===== config.mk =====
export PLATFORM = sky130hd
export DESIGN_NAME = sar_ctrl
export DESIGN_NICKNAME = d
export VERILOG_FILES = /design/src/rtl/sar_pkg.sv /design/src/rtl/sar_trial_ptr.sv /design/src/rtl/sar_code_reg.sv /design/src/rtl/sar_result_latch.sv /design/src/rtl/sar_ctrl.sv
export SDC_FILE = /design/constraint.sdc
export NUM_CORES = 1
export LEC_CHECK = 0
export ABC_AREA = 1
export BUFFER_PORTS_ARGS = -buffer_cell sky130_fd_sc_hd__buf_2
export CAP_MARGIN = 20
export CORE_ASPECT_RATIO = 0.8
export CORE_UTILIZATION = 35
export DETAILED_ROUTE_END_ITERATION = 12
export GPL_TIMING_DRIVEN = 0
export PLACE_DENSITY = 0.64
export SYNTH_ARGS = -nofsm -noshare
export SYNTH_HDL_FRONTEND = slang
export SYNTH_SLANG_ARGS = --single-unit

===== constraint.sdc =====
create_clock -name clk -period 0.9 [get_ports clk]
set_input_delay 0.18 -clock clk [delete_from_list [all_inputs] [get_ports clk]]
set_output_delay 0.18 -clock clk [all_outputs]
set_load 0.01 [all_outputs]

===== src/rtl/sar_pkg.sv =====
package sar_pkg;

   // Implementation choice for the trial-position pointer
   typedef enum logic {
      PTR_ONEHOT = 1'b0,
      PTR_BINARY = 1'b1
   } ptr_style_e;

   localparam int unsigned SAR_MIN_BITS = 2;
   localparam int unsigned SAR_MAX_BITS = 24;

endpackage


===== src/rtl/sar_trial_ptr.sv =====
module sar_trial_ptr
   import sar_pkg::*;
#(
   parameter int unsigned N         = 8,
   parameter ptr_style_e  PTR_STYLE = PTR_ONEHOT
) (
   input  logic         clk,
   input  logic         rst,
   input  logic         adv,
   output logic [N-1:0] cur_w,
   output logic         at_msb,
   output logic         at_lsb
);
   localparam logic [N-1:0] MSB_W = N'(1) << (N - 1);
   localparam int unsigned  IDX_W = (N > 1) ? $clog2(N) : 1;
   localparam logic [IDX_W-1:0] TOP_IDX = IDX_W'(N - 1);

   generate
      if (PTR_STYLE == PTR_ONEHOT) begin : g_onehot
         logic [N-1:0] w_q;

         always_ff @(posedge clk) begin
            if (rst) begin
               w_q <= MSB_W;
            end else if (adv) begin
               w_q <= w_q[0] ? MSB_W : (w_q >> 1);
            end
         end

         assign cur_w  = w_q;
         assign at_msb = w_q[N-1];
         assign at_lsb = w_q[0];
      end else begin : g_binary
         logic [IDX_W-1:0] idx_q;

         always_ff @(posedge clk) begin
            if (rst) begin
               idx_q <= TOP_IDX;
            end else if (adv) begin
               idx_q <= (idx_q == '0) ? TOP_IDX : (idx_q - IDX_W'(1));
            end
         end

         always_comb begin
            cur_w = '0;
            for (int b = 0; b < N; b++) begin
               if (idx_q == IDX_W'(b)) cur_w[b] = 1'b1;
            end
         end

         assign at_msb = (idx_q == TOP_IDX);
         assign at_lsb = (idx_q == '0);
      end
   endgenerate

endmodule


===== src/rtl/sar_code_reg.sv =====
module sar_code_reg #(
   parameter int unsigned N = 8
) (
   input  logic         clk,
   input  logic         rst,
   input  logic         step,
   input  logic         cmp,
   input  logic [N-1:0] cur_w,
   input  logic         at_msb,
   input  logic         at_lsb,
   output logic [N-1:0] trial_code
);
   logic [N-1:0] work_q;
   logic [N-1:0] code_q;
   logic [N-1:0] prev_w;
   logic [N-1:0] nxt;
   logic         drop_prev;

   // Bit tried on the previous step sits one position above the current one
   assign prev_w    = cur_w << 1;
   assign drop_prev = ~cmp & ~at_msb;

   genvar i;
   generate
      for (i = 0; i < N; i++) begin : g_slice
         logic kill;
         assign kill   = prev_w[i] & drop_prev;
         assign nxt[i] = cur_w[i] | (work_q[i] & ~kill);
      end
   endgenerate

   always_ff @(posedge clk) begin
      if (rst) begin
         work_q <= '0;
         code_q <= '0;
      end else if (step) begin
         code_q <= nxt;
         work_q <= at_lsb ? '0 : nxt;
      end
   end

   assign trial_code = code_q;

endmodule


===== src/rtl/sar_result_latch.sv =====
module sar_result_latch #(
   parameter int unsigned N = 8
) (
   input  logic         clk,
   input  logic         rst,
   input  logic         step,
   input  logic         cmp,
   input  logic         at_msb,
   input  logic         at_lsb,
   input  logic [N-1:0] trial_code,
   output logic [N-1:0] result,
   output logic         done
);
   logic         pend_q;
   logic [N-1:0] res_q;
   logic         done_q;
   logic         capture;

   // The LSB verdict arrives on the first step of the following conversion
   assign capture = step & at_msb & pend_q;

   always_ff @(posedge clk) begin
      if (rst) begin
         pend_q <= 1'b0;
         res_q  <= '0;
         done_q <= 1'b0;
      end else begin
         done_q <= capture;
         if (capture) begin
            res_q  <= {trial_code[N-1:1], trial_code[0] & cmp};
            pend_q <= 1'b0;
         end else if (step & at_lsb) begin
            pend_q <= 1'b1;
         end
      end
   end

   assign result = res_q;
   assign done   = done_q;

endmodule


===== src/rtl/sar_ctrl.sv =====
module sar_ctrl
   import sar_pkg::*;
#(
   parameter int unsigned N         = 8,
   parameter ptr_style_e  PTR_STYLE = PTR_ONEHOT
) (
   input  logic         clk,
   input  logic         rst,
   input  logic         step_en,
   input  logic         cmp_in,
   output logic [N-1:0] trial_code,
   output logic [N-1:0] result,
   output logic         done
);
   generate
      if (N < SAR_MIN_BITS || N > SAR_MAX_BITS) begin : g_bad_width
         $error("sar_ctrl: N out of supported range");
      end
   endgenerate

   logic [N-1:0] cur_w;
   logic         at_msb;
   logic         at_lsb;
   logic [N-1:0] code_w;

   sar_trial_ptr #(.N(N), .PTR_STYLE(PTR_STYLE)) u_ptr (
      .clk    (clk),
      .rst    (rst),
      .adv    (step_en),
      .cur_w  (cur_w),
      .at_msb (at_msb),
      .at_lsb (at_lsb)
   );

   sar_code_reg #(.N(N)) u_code (
      .clk        (clk),
      .rst        (rst),
      .step       (step_en),
      .cmp        (cmp_in),
      .cur_w      (cur_w),
      .at_msb     (at_msb),
      .at_lsb     (at_lsb),
      .trial_code (code_w)
   );

   sar_result_latch #(.N(N)) u_res (
      .clk        (clk),
      .rst        (rst),
      .step       (step_en),
      .cmp        (cmp_in),
      .at_msb     (at_msb),
      .at_lsb     (at_lsb),
      .trial_code (code_w),
      .result     (result),
      .done       (done)
   );

   assign trial_code = code_w;

endmodule


Word-level counts from Yosys, hierarchy flattened
Index checks and enable logic that the tools add are counted.

Register bits after elaboration: 34. Bits in latches: 0. Bits in writable memories: 0. ROM bits: 0. Input bits: 4. Output and inout port bits: 17. Logic and storage cells: 45. Memories kept: 0.

Add/sub/neg operators: 0. Multipliers: 0. Div/mod/pow operators: 0. Order comparisons: 0. Eq/ne operators: 0. Shift operators: 0. Multiplexer cells: 2. Bitwise gates (word level): 36. Reduce and logical (&&, ||, !) cells: 1.

Operators with widths (count): bitwise AND 1 bit (19); 2-to-1 mux 8 bit (2); inverter 1 bit (9); bitwise OR 1 bit (8); OR reduction 2 bit (1).

Depth between registers and ports, before layout
Gate-level depths: netlist of run 1.

Word-level depth: 7. Gate-level depth with buffers: 7. Gate-level depth less buffers: 6.

By module
From an unflattened synthesis of run 1, not the netlist that was laid out.

Cells, all modules: 185. Area, all modules: 1466.4 µm².

By module, submodules not included: sar_code_reg (instances 1, cells an instance 101, area an instance 770.7 µm², seq. area each 320.3 µm²); sar_result_latch (instances 1, cells an instance 46, area an instance 389.1 µm², seq. area each 200.2 µm²); sar_trial_ptr (instances 1, cells an instance 38, area an instance 306.5 µm², seq. area each 160.2 µm²).

Worst setup path after synthesis of run 1
OpenSTA, ideal clock, no wires.

Kind: flip-flop to flip-flop. Start: register u_ptr.g_onehot.w_q[7], in the netlist u_ptr.cur_w[7]. End: register u_code.code_q[4], in the netlist u_code.trial_code[4]. Setup time: 115 ps. Arrival time: 843 ps. Data required time: 785 ps. Setup slack: -59 ps. Cell stages (with the launch flop): 7. Path buffers: 0. Clock period less this slack: 959 ps. Cells stage by stage: dfxtp_1 > nor2_4 > nand2_1 > nand2_1 > nand2_1 > o21ai_0 > inv_1.

Cells in the longest elaborated chain, start to end: 6.

RTL lines: start, declared (RTL line sar_trial_ptr.sv:20) `logic [N-1:0] w_q;`; start signal, assigned (RTL line sar_trial_ptr.sv:26) `w_q <= w_q[0] ? MSB_W : (w_q >> 1);`; inverter 1 bit (RTL line sar_code_reg.sv:21) `assign drop_prev = ~cmp & ~at_msb;`; bitwise AND 1 bit (RTL line sar_code_reg.sv:21); bitwise AND 1 bit (RTL line sar_code_reg.sv:27) `assign kill = prev_w[i] & drop_prev;`; inverter 1 bit (RTL line sar_code_reg.sv:28) `assign nxt[i] = cur_w[i] | (work_q[i] & ~kill);`; bitwise AND 1 bit (RTL line sar_code_reg.sv:28); bitwise OR 1 bit (RTL line sar_code_reg.sv:28); end signal, assigned (RTL line sar_code_reg.sv:37) `code_q <= nxt;`; end, declared (RTL line sar_code_reg.sv:14) `logic [N-1:0] code_q;`.

No other way between the ends. A chain may end at the register's enable or synchronous reset.

Worst setup path after layout of run 1
Start: register u_ptr.g_onehot.w_q[7], in the netlist u_ptr.cur_w[7]. End: register u_code.work_q[3].

Cells in the longest elaborated chain, start to end: 7.

RTL lines: inverter 1 bit (RTL line sar_code_reg.sv:21); bitwise AND 1 bit (RTL line sar_code_reg.sv:21); bitwise AND 1 bit (RTL line sar_code_reg.sv:27); inverter 1 bit (RTL line sar_code_reg.sv:28); bitwise AND 1 bit (RTL line sar_code_reg.sv:28); bitwise OR 1 bit (RTL line sar_code_reg.sv:28); 2-to-1 mux 8 bit (RTL line sar_code_reg.sv:38) `work_q <= at_lsb ? '0 : nxt;`; end signal, assigned (RTL line sar_code_reg.sv:38); end, declared (RTL line sar_code_reg.sv:13) `logic [N-1:0] work_q;`.

No other way between the ends.

==> flow_summary_export.csv, run 1 <==
group,metric,value,unit
place,dpl_worst_slack,-140,ps
synthesis,yosys.area.top_type,"dfxtp_1",
detailed_routing,via_per_inst,4.88,
cells_and_area,design_area,1870,um^2
place,dpl_cell_area,1510,um^2
synthesis,ys_types,17,
synthesis,ys_ff_latch,34,
timing,min_period_over_period,111,%
floorplanning,placementRows,19,
floorplanning,die-width,71.6,um
detailed_routing,drc_errors,0,
timing,skew,4.47,ps
hold_path,hold_path.class,"in2reg",
timing,slew_headroom,63.4,%
clocking,clk_latency,290,ps
power,power_leakage,0.000821,uW
floorplanning,fp.dieArea,4130,um^2
global_route,grt_pass1_vias,1112,
timing,worst_pin_slew,549,ps
worst_setup_path,critPathMaxFanout,6,
timing,drv_slew,0,
timing,worst_slack,-103,ps
clocking,cts.sinks,34,
global_route,antenna_found_initial,0,
clocking,htreeDepth,2,
timing,rsz0062_at_grt,"true",
floorplanning,initial_utilization,38.0,%
cells_and_area,final_core_util,52.5,%
detailed_routing,first_iter_violations,48,
detailed_routing,wl_per_cell,12.9,um
cells_and_area,antenna_cells,0,
synthesis,synth_area_leaders,"dfxtp_1 50%, nand2_1 16%, nand3_1 6.6%",
timing,setup_viol,33,
clocking,tritoncts,"done",
detailed_routing,first_pass_iters,4,
synthesis,syn_area_per_cell,7.25,um^2
detailed_routing,wl,3420,um
place,dpl.hpwl,2140,um
worst_setup_path,worstSetupStartpointType,"register",
global_route,grt_pass1_wl,5200,um
power,peakVddDrop,0.000814,V
synthesis,ys_seq_area_share,50.2,%
floorplanning,design.core.area,3570,um^2
synthesis,yosys.area.top_type_share,50.2,%
power,power-per-cell-area,1570,nW/um^2
clocking,cts_hold_buf,0,
clocking,cts_buffers,5,
synthesis,syn_nets,191,
detailed_routing,vias,1294,
flow_run,cap_violations,0,
synthesis,syn_inst,187,
cells_and_area,final_nets,226,
global_route,grt_max_degree,11,
detailed_routing,ant_nets,0,
timing,hold_violations,0,
worst_setup_path,critPathKind,"reg2reg",
clocking,cts_buffer_depth,2,
place,gp_congestion,0.799,
synthesis,yosysWarnings,0,
worst_setup_path,crit_arrival,1150,ps
worst_setup_path,end_kind,"register",
outcome,violations,"setup timing",
clocking,cts_root_buffer,"clkbuf_8",
outcome,outcome,"finished, violations left",
floorplanning,fp.dieH,57.7,um
clocking,path_clk_slew,70,ps
cells_and_area,syn2layout_area_growth,38.0,%
global_route,grt_usage,16.8,%
place,io_buffer_count,20,
floorplanning,io_pins,21,
cells_and_area,drive_above_1_share,36.8,%
timing,fmax,997,MHz
timing,post-route-min-period,1000,ps
global_route,grt_overflow_total,0,
worst_setup_path,cp_data_required_time,1050,ps
synthesis,synth_area,1360,um^2
worst paths after layout:
check	from	end	slack, ps	cells past startpoint
max	u_ptr.cur_w[7]	u_code.work_q[3]	-100	6
min	rst	u_ptr.cur_w[3]	120	2
max reg2reg	u_ptr.cur_w[7]	u_code.work_q[3]	-100	6
min reg2reg	u_code.work_q[0]	u_code.work_q[0]	450	2
layout make-up:
class | instances | area, um^2
Sequential cell | 34 | 711
Fill cell | 338 | 1690
Clock inverter | 1 | 5.00
Clock buffer | 7 | 86.3
Buffer | 8 | 52.6
Multi-Input combinational cell | 121 | 616
Tap cell | 42 | 52.6
Inverter | 25 | 98.8
Timing Repair Buffer | 27 | 250
cells by family after synthesis:
logic type             count (synthesis)  share of synthesized area [%]
AND/OR/NAND/NOR                       90                           28.2
flip-flops                            34                           50.2
buffers and inverters                 33                           10.3
AO/OA/AOI/OAI                         30                           11.3
through the flow:
step	instances	hold slack (ps)	total power, uW	TNS, ps
finish	265	116	2930	-1070
global route	265	108	3060	-2400
CTS	260	114	2930	-1460
detailed placement	249	422	1760	-2980
global placement	249	419	1750	-2980
floorplan	187	249	1700	0
synthesized netlist by cell type (all sizes together):
master / number
nand2: 59
a21oi: 15
clkinv: 3
dfxtp: 34
nand4: 1
o211ai: 1
nand3: 19
nor2: 11
inv: 22
buf: 8
o21ai: 14
report_power, final:
group / internal (uW) / switching [uW]
sequential: 1530 / 23.4
combinational: 73.6 / 131
clock: 617 / 559
total: 2220 / 713
layout by cell type, fill, tap and decap left out:
cell	Yosys	final
nand3_1	18	17
dfxtp_1	34	14
dfxtp_4	0	2
inv_2	1	2
o21ai_2	0	4
nand3_2	1	1
nand4_4	0	1
clkinv_2	0	1
buf_6	0	17
o21ai_1	1	10
clkbuf_1	0	1
buf_1	1	1
clkinv_1	3	3
o211ai_1	1	1
inv_6	0	1
nor2_4	1	1
a21oi_2	0	3
buf_4	3	9
a21oi_1	15	12
buf_2	4	8
nand3_4	0	2
nand2_2	0	6
dfxtp_2	0	18
nor2_1	10	10
clkbuf_8	0	6
inv_1	21	19
nand2_1	59	53
what timing repair did:
action,CTS,global route
resized for setup,42,31
pin swaps,2,4
setup buffers,3,3
cloned,0,2
setup endpoints to repair,41,43
worst max-delay path, stage by stage, from the launching register on:
cell and delay [ps]:
dfxtp_4 370, nor2_4 150, nand2_1 70, nand2_1 70, nand2_2 70, nand2_1 70
a21oi_1 60
routing by layer:
metal,GRT usage (%),wire [um]
met5,0,0
met4,5.04,32
met3,6.78,168
met2,24.9,1550
met1,22.5,1660
state kept, by name, indices dropped and copies added, names as in the netlist:
signal / cells
u_code.trial_code: 8
u_code.work_q: 8
u_ptr.cur_w: 8
u_res.done: 1
u_res.pend_q: 1
u_res.result: 8
Power figures use the tool's default switching activity.
==> inputs of run 2 (changes only) <==
--- a/config.mk
+++ b/config.mk
@@ -8,11 +8,13 @@
 export ABC_AREA = 1
 export BUFFER_PORTS_ARGS = -buffer_cell sky130_fd_sc_hd__buf_2
 export CAP_MARGIN = 20
+export CELL_PAD_IN_SITES_DETAIL_PLACEMENT = 0
+export CELL_PAD_IN_SITES_GLOBAL_PLACEMENT = 2
 export CORE_ASPECT_RATIO = 0.8
-export CORE_UTILIZATION = 35
+export CORE_UTILIZATION = 27
 export DETAILED_ROUTE_END_ITERATION = 12
 export GPL_TIMING_DRIVEN = 0
-export PLACE_DENSITY = 0.64
+export PLACE_DENSITY = 0.8
 export SYNTH_ARGS = -nofsm -noshare
 export SYNTH_HDL_FRONTEND = slang
 export SYNTH_SLANG_ARGS = --single-unit
==> flow_summary_export.csv, run 2 (synthesized netlist as in run 1, its figures left out) <==
group,metric,value,unit
cells_and_area,drive_above_1_share,41.7,%
detailed_routing,via_per_inst,4.59,
clocking,cts_buffer_depth,2,
timing,setup_viol,25,
timing,slew_headroom,61.0,%
global_route,grt_pass1_wl,5980,um
power,power-per-cell-area,1460,nW/um^2
worst_setup_path,crit_path_frequent_cell,"nand3_2",
detailed_routing,wl_per_cell,13.2,um
outcome,violations,"setup timing",
timing,worst_slack,-153,ps
worst_setup_path,critPathKind,"reg2reg",
timing,rsz0062_at_grt,"true",
place,io_buffer_count,20,
detailed_routing,first_pass_iters,4,
timing,skew,5.66,ps
worst_setup_path,critPathMaxFanout,6,
worst_setup_path,path_buf_inv,2,
power,power_leakage,0.000850,uW
floorplanning,initial_utilization,28.8,%
clocking,cts.sinks,34,
place,dpl.hpwl,2370,um
cells_and_area,final_core_util,41.8,%
worst_setup_path,crit_arrival,1240,ps
detailed_routing,wl,3730,um
timing,worst_pin_slew,585,ps
cells_and_area,layout_commonest_cell,"nand2_1",
timing,drv_slew,0,
outcome,outcome,"finished, violations left",
cells_and_area,final_cell_mix,"47 x nand2_1, 20 x buf_6, 19 x inv_1, 19 x dfxtp_2, 15 x nand3_1",
floorplanning,fp.dieArea,5310,um^2
floorplanning,fp.dieH,65.4,um
timing,fmax,949,MHz
worst_setup_path,critPathMaxStageDelay,360,ps
power,peakVddDrop,0.000658,V
cells_and_area,final_nets,227,
worst_setup_path,worstPathCellList,"nor2_4 -> buf_6 -> nand2_2 -> nand3_2 -> nand3_2 -> nand2_1 -> inv_1",
place,gp_congestion,0.701,
place,dpl_cell_area,1530,um^2
timing,min_period_over_period,117,%
flow_run,cap_violations,0,
clocking,clk_latency,280,ps
clocking,tritoncts,"done",
timing,hold_violations,0,
clocking,cts_hold_buf,0,
detailed_routing,ant_nets,0,
floorplanning,die-width,81.2,um
global_route,grt_usage,15.7,%
detailed_routing,vias,1300,
detailed_routing,first_iter_violations,26,
floorplanning,placementRows,22,
clocking,cts_buffers,5,
cells_and_area,design_area,1970,um^2
cells_and_area,syn2layout_area_growth,44.9,%
hold_path,hold_path.class,"in2reg",
clocking,cts_root_buffer,"clkbuf_8",
timing,post-route-min-period,1050,ps
worst_setup_path,end_kind,"register",
floorplanning,design.core.area,4710,um^2
global_route,antenna_found_initial,0,
detailed_routing,drc_errors,0,
clocking,htreeDepth,2,
clocking,path_clk_slew,70,ps
worst_setup_path,crit_path_top_delay_cell,"dfxtp_4",
worst_setup_path,path_delay_family,"simple AND/OR/NAND/NOR gates",
floorplanning,io_pins,21,
cells_and_area,antenna_cells,0,
global_route,grt_overflow_total,0,
worst_setup_path,worstSetupStartpointType,"register",
worst_setup_path,cp_data_required_time,1080,ps
global_route,grt_pass1_vias,1214,
global_route,grt_max_degree,12,
-- run 2: changes by cell type in the layout (fill, tap and decap cells not counted), sizes merged --
| cell | change |
|---|---|
| clkbuf | +1 |
| clkinv | -1 |
-- run 2: cell type report --
class                      instances  area, um^2
fill                             536        2740
buffer                             8        56.3
inverter                          25        98.8
timing repair buffer              28         295
multi-input combinational        121         652
sequential                        34         712
tap                               60        75.1
clock buffer                       7        76.3
-- run 2: power breakdown --
part / switching (uW) / internal [uW]
logic: 148 / 93.3
clock network: 535 / 533
registers: 21.7 / 1530
total: 704 / 2160
-- run 2: final timing paths --
kind                                        from                    to  slack (ps)  cells after the start
worst min register to register  u_code.work_q[0]      u_code.work_q[0]         460                      2
worst max register to register    u_ptr.cur_w[7]  u_code.trial_code[1]        -150                      7
worst min-delay path                         rst        u_ptr.cur_w[2]         110                      2
worst max-delay path              u_ptr.cur_w[7]  u_code.trial_code[1]        -150                      7
-- run 2: layer usage --
metal / share of wire [%] / track usage, % / routed length [um]
met5: 0 / 0 / 0
met4: 1.2 / 6.70 / 45
met3: 2.4 / 5.14 / 88
met2: 45 / 23.1 / 1680
met1: 51 / 20.6 / 1920
-- run 2: stage by stage --
| step | setup TNS [ps] | cells | setup slack [ps] | total power, uW | hold WS, ps |
|---|---|---|---|---|---|
| final | -2740 | 283 | -153 | 2860 | 114 |
| after global routing | -4510 | 283 | -216 | 3000 | 109 |
| after CTS | -1820 | 280 | -143 | 2870 | 108 |
| after detailed placement | -3910 | 267 | -172 | 1760 | 410 |
| after global placement | -3840 | 267 | -179 | 1760 | 416 |
| after floorplan | 0 | 187 | 1.97 | 1700 | 249 |
-- run 2: repair_timing --
| action | CTS | global route |
|---|---|---|
| gates cloned | 1 | 1 |
| gates resized for setup | 57 | 33 |
| endpoints found under the setup margin | 42 | 43 |
| pin swaps | 4 | 9 |
| buffers inserted | 5 | 2 |
==> inputs of run 3 (changes only) <==
--- a/config.mk
+++ b/config.mk
@@ -11,10 +11,11 @@
 export CELL_PAD_IN_SITES_DETAIL_PLACEMENT = 0
 export CELL_PAD_IN_SITES_GLOBAL_PLACEMENT = 2
 export CORE_ASPECT_RATIO = 0.8
-export CORE_UTILIZATION = 27
+export CORE_UTILIZATION = 28
 export DETAILED_ROUTE_END_ITERATION = 12
 export GPL_TIMING_DRIVEN = 0
-export PLACE_DENSITY = 0.8
+export PLACE_DENSITY = 0.79
 export SYNTH_ARGS = -nofsm -noshare
 export SYNTH_HDL_FRONTEND = slang
 export SYNTH_SLANG_ARGS = --single-unit
+export TNS_END_PERCENT = 20
==> constraint.sdc (replaced) <==
create_clock -name clk -period 0.97 [get_ports clk]
set_input_delay 0.194 -clock clk [delete_from_list [all_inputs] [get_ports clk]]
set_output_delay 0.194 -clock clk [all_outputs]
set_load 0.01 [all_outputs]
==> flow_summary_export.csv, run 3 (synthesized netlist as in run 1, its figures left out) <==
group,metric,value,unit
floorplanning,die-width,79.8,um
timing,worst_pin_slew,533,ps
detailed_routing,drc_errors,0,
global_route,antenna_found_initial,0,
timing,hold_slack,133,ps
timing,rsz0062_at_grt,"true",
cells_and_area,final_cell_mix,"53 x nand2_1, 24 x dfxtp_1, 21 x buf_2",
detailed_routing,wl,3310,um
detailed_routing,wl_per_cell,12.1,um
clocking,cts.sinks,34,
worst_setup_path,end_kind,"register",
timing,skew,1.72,ps
clocking,cts_buffer_depth,2,
place,dpl_cell_area,1530,um^2
detailed_routing,via_per_inst,4.41,
worst_setup_path,cp_data_required_time,1150,ps
global_route,grt_overflow_total,0,
worst_setup_path,rr_startpoint,"u_ptr.cur_w[7]",
outcome,violations,"setup timing",
place,io_buffer_count,20,
cells_and_area,drive_above_1_share,26.6,%
cells_and_area,antenna_cells,0,
timing,fmax,989,MHz
floorplanning,fp.dieArea,5130,um^2
worst_setup_path,critPathMaxStageDelay,370,ps
floorplanning,fp.dieH,64.3,um
clocking,tritoncts,"done",
clocking,cts_root_buffer,"clkbuf_8",
worst_setup_path,crit_path_top_delay_cell,"dfxtp_4",
clocking,path_clk_slew,70,ps
clocking,cts_buffers,5,
floorplanning,placementRows,22,
worst_setup_path,rr_worst_depth,6,
timing,drv_slew,0,
hold_path,min_path_cells,2,
floorplanning,io_pins,21,
timing,hold_violations,0,
detailed_routing,first_pass_iters,4,
clocking,htreeDepth,2,
timing,setup_viol,10,
worst_setup_path,path_buf_inv,1,
timing,post-route-min-period,1010,ps
worst_setup_path,worstSetupStartpointType,"register",
hold_path,hp-start,"rst",
detailed_routing,vias,1207,
detailed_routing,first_iter_violations,53,
worst_setup_path,crit_path_frequent_cell,"nand2_1",
worst_setup_path,critPathKind,"reg2reg",
worst_setup_path,crit_arrival,1200,ps
hold_path,hold_path.class,"in2reg",
global_route,grt_pass1_vias,1167,
cells_and_area,syn2layout_area_growth,23.7,%
timing,min_period_over_period,104,%
place,gp_congestion,0.690,
worst_setup_path,path_delay_family,"simple AND/OR/NAND/NOR gates",
power,peakVddDrop,0.000643,V
worst_setup_path,worstPathCellList,"nor2_4 -> nand2_1 -> nand2_1 -> nand2_2 -> o21ai_1 -> inv_1",
hold_path,holdPathEnd,"u_ptr.cur_w[3]",
power,power-per-cell-area,1580,nW/um^2
cells_and_area,final_nets,219,
floorplanning,design.core.area,4620,um^2
global_route,grt_usage,14.6,%
worst_setup_path,critPathMaxFanout,6,
timing,worst_slack,-41.5,ps
flow_run,cap_violations,0,
cells_and_area,design_area,1680,um^2
clocking,clk_latency,280,ps
floorplanning,initial_utilization,29.3,%
global_route,grt_pass1_wl,5540,um
outcome,outcome,"finished, violations left",
worst_setup_path,r2r_end,"u_code.trial_code[3]",
worst_setup_path,r2r_setup_slack,-40,ps
power,power_leakage,0.000773,uW
timing,slew_headroom,64.5,%
detailed_routing,ant_nets,0,
clocking,cts_hold_buf,0,
global_route,grt_max_degree,11,
cells_and_area,layout_commonest_cell,"nand2_1",
place,dpl.hpwl,2270,um
-- run 3: cell count changes in the layout (fill, tap and decap cells not counted), sizes merged --
cell,change
nand3,-1
buf,-6
clkbuf,-2
-- run 3: area by class of cell --
| cell class | count | area, um^2 |
|---|---|---|
| plain buffers | 8 | 52.6 |
| repair buffers | 21 | 120 |
| flip-flops and latches | 34 | 696 |
| multi-input cells | 120 | 558 |
| clock buffers | 6 | 82.6 |
| well taps | 60 | 75.1 |
| inverters | 25 | 93.8 |
| fillers | 528 | 2950 |
-- run 3: routing by layer --
layer / GRT usage [%] / part of all wire [%]
met3: 4.29 / 2.9
met1: 20.1 / 53
met4: 6.70 / 1.8
met2: 20.8 / 42
met5: 0 / 0
-- run 3: worst max path at each step --
stage,slack (ps),cells after the start,end,startpoint
after CTS,-50,6,u_code.trial_code[3],u_ptr.cur_w[7]
final,-40,6,u_code.trial_code[3],u_ptr.cur_w[7]
after detailed placement,-150,6,u_code.trial_code[4],u_ptr.cur_w[7]
after global placement,-160,6,u_code.trial_code[4],u_ptr.cur_w[7]
after floorplan,10,6,u_code.trial_code[4],u_ptr.cur_w[7]
after global routing,-160,6,u_code.trial_code[3],u_ptr.cur_w[7]
-- run 3: what timing repair did --
item                                    4_1_cts  5_1_grt
gates resized for setup                      16       13
pin swaps                                     3        1
hold endpoints to repair                      0        0
setup buffers                                 1        0
endpoints found under the setup margin       27       34
-- run 3: stage by stage --
| stage | TNS [ps] | power [uW] | instances | util, % | setup slack [ps] |
|---|---|---|---|---|---|
| floorplan | 0 | 1570 | 187 | - | 11.4 |
| global placement | -2780 | 1640 | 267 | 33.1 | -164 |
| detailed placement | -2560 | 1630 | 267 | 33.1 | -155 |
| CTS | -248 | 2680 | 274 | 35.6 | -45.2 |
| global route | -1840 | 2770 | 274 | 36.3 | -158 |
| finish | -221 | 2660 | 274 | 36.3 | -41.5 |
-- run 3: power by group --
part           internal, uW  switching [uW]  leakage [uW]
Sequential             1420            20.4      0.000280
Clock                   547             499     0.0000431
Combinational          56.3             112      0.000450
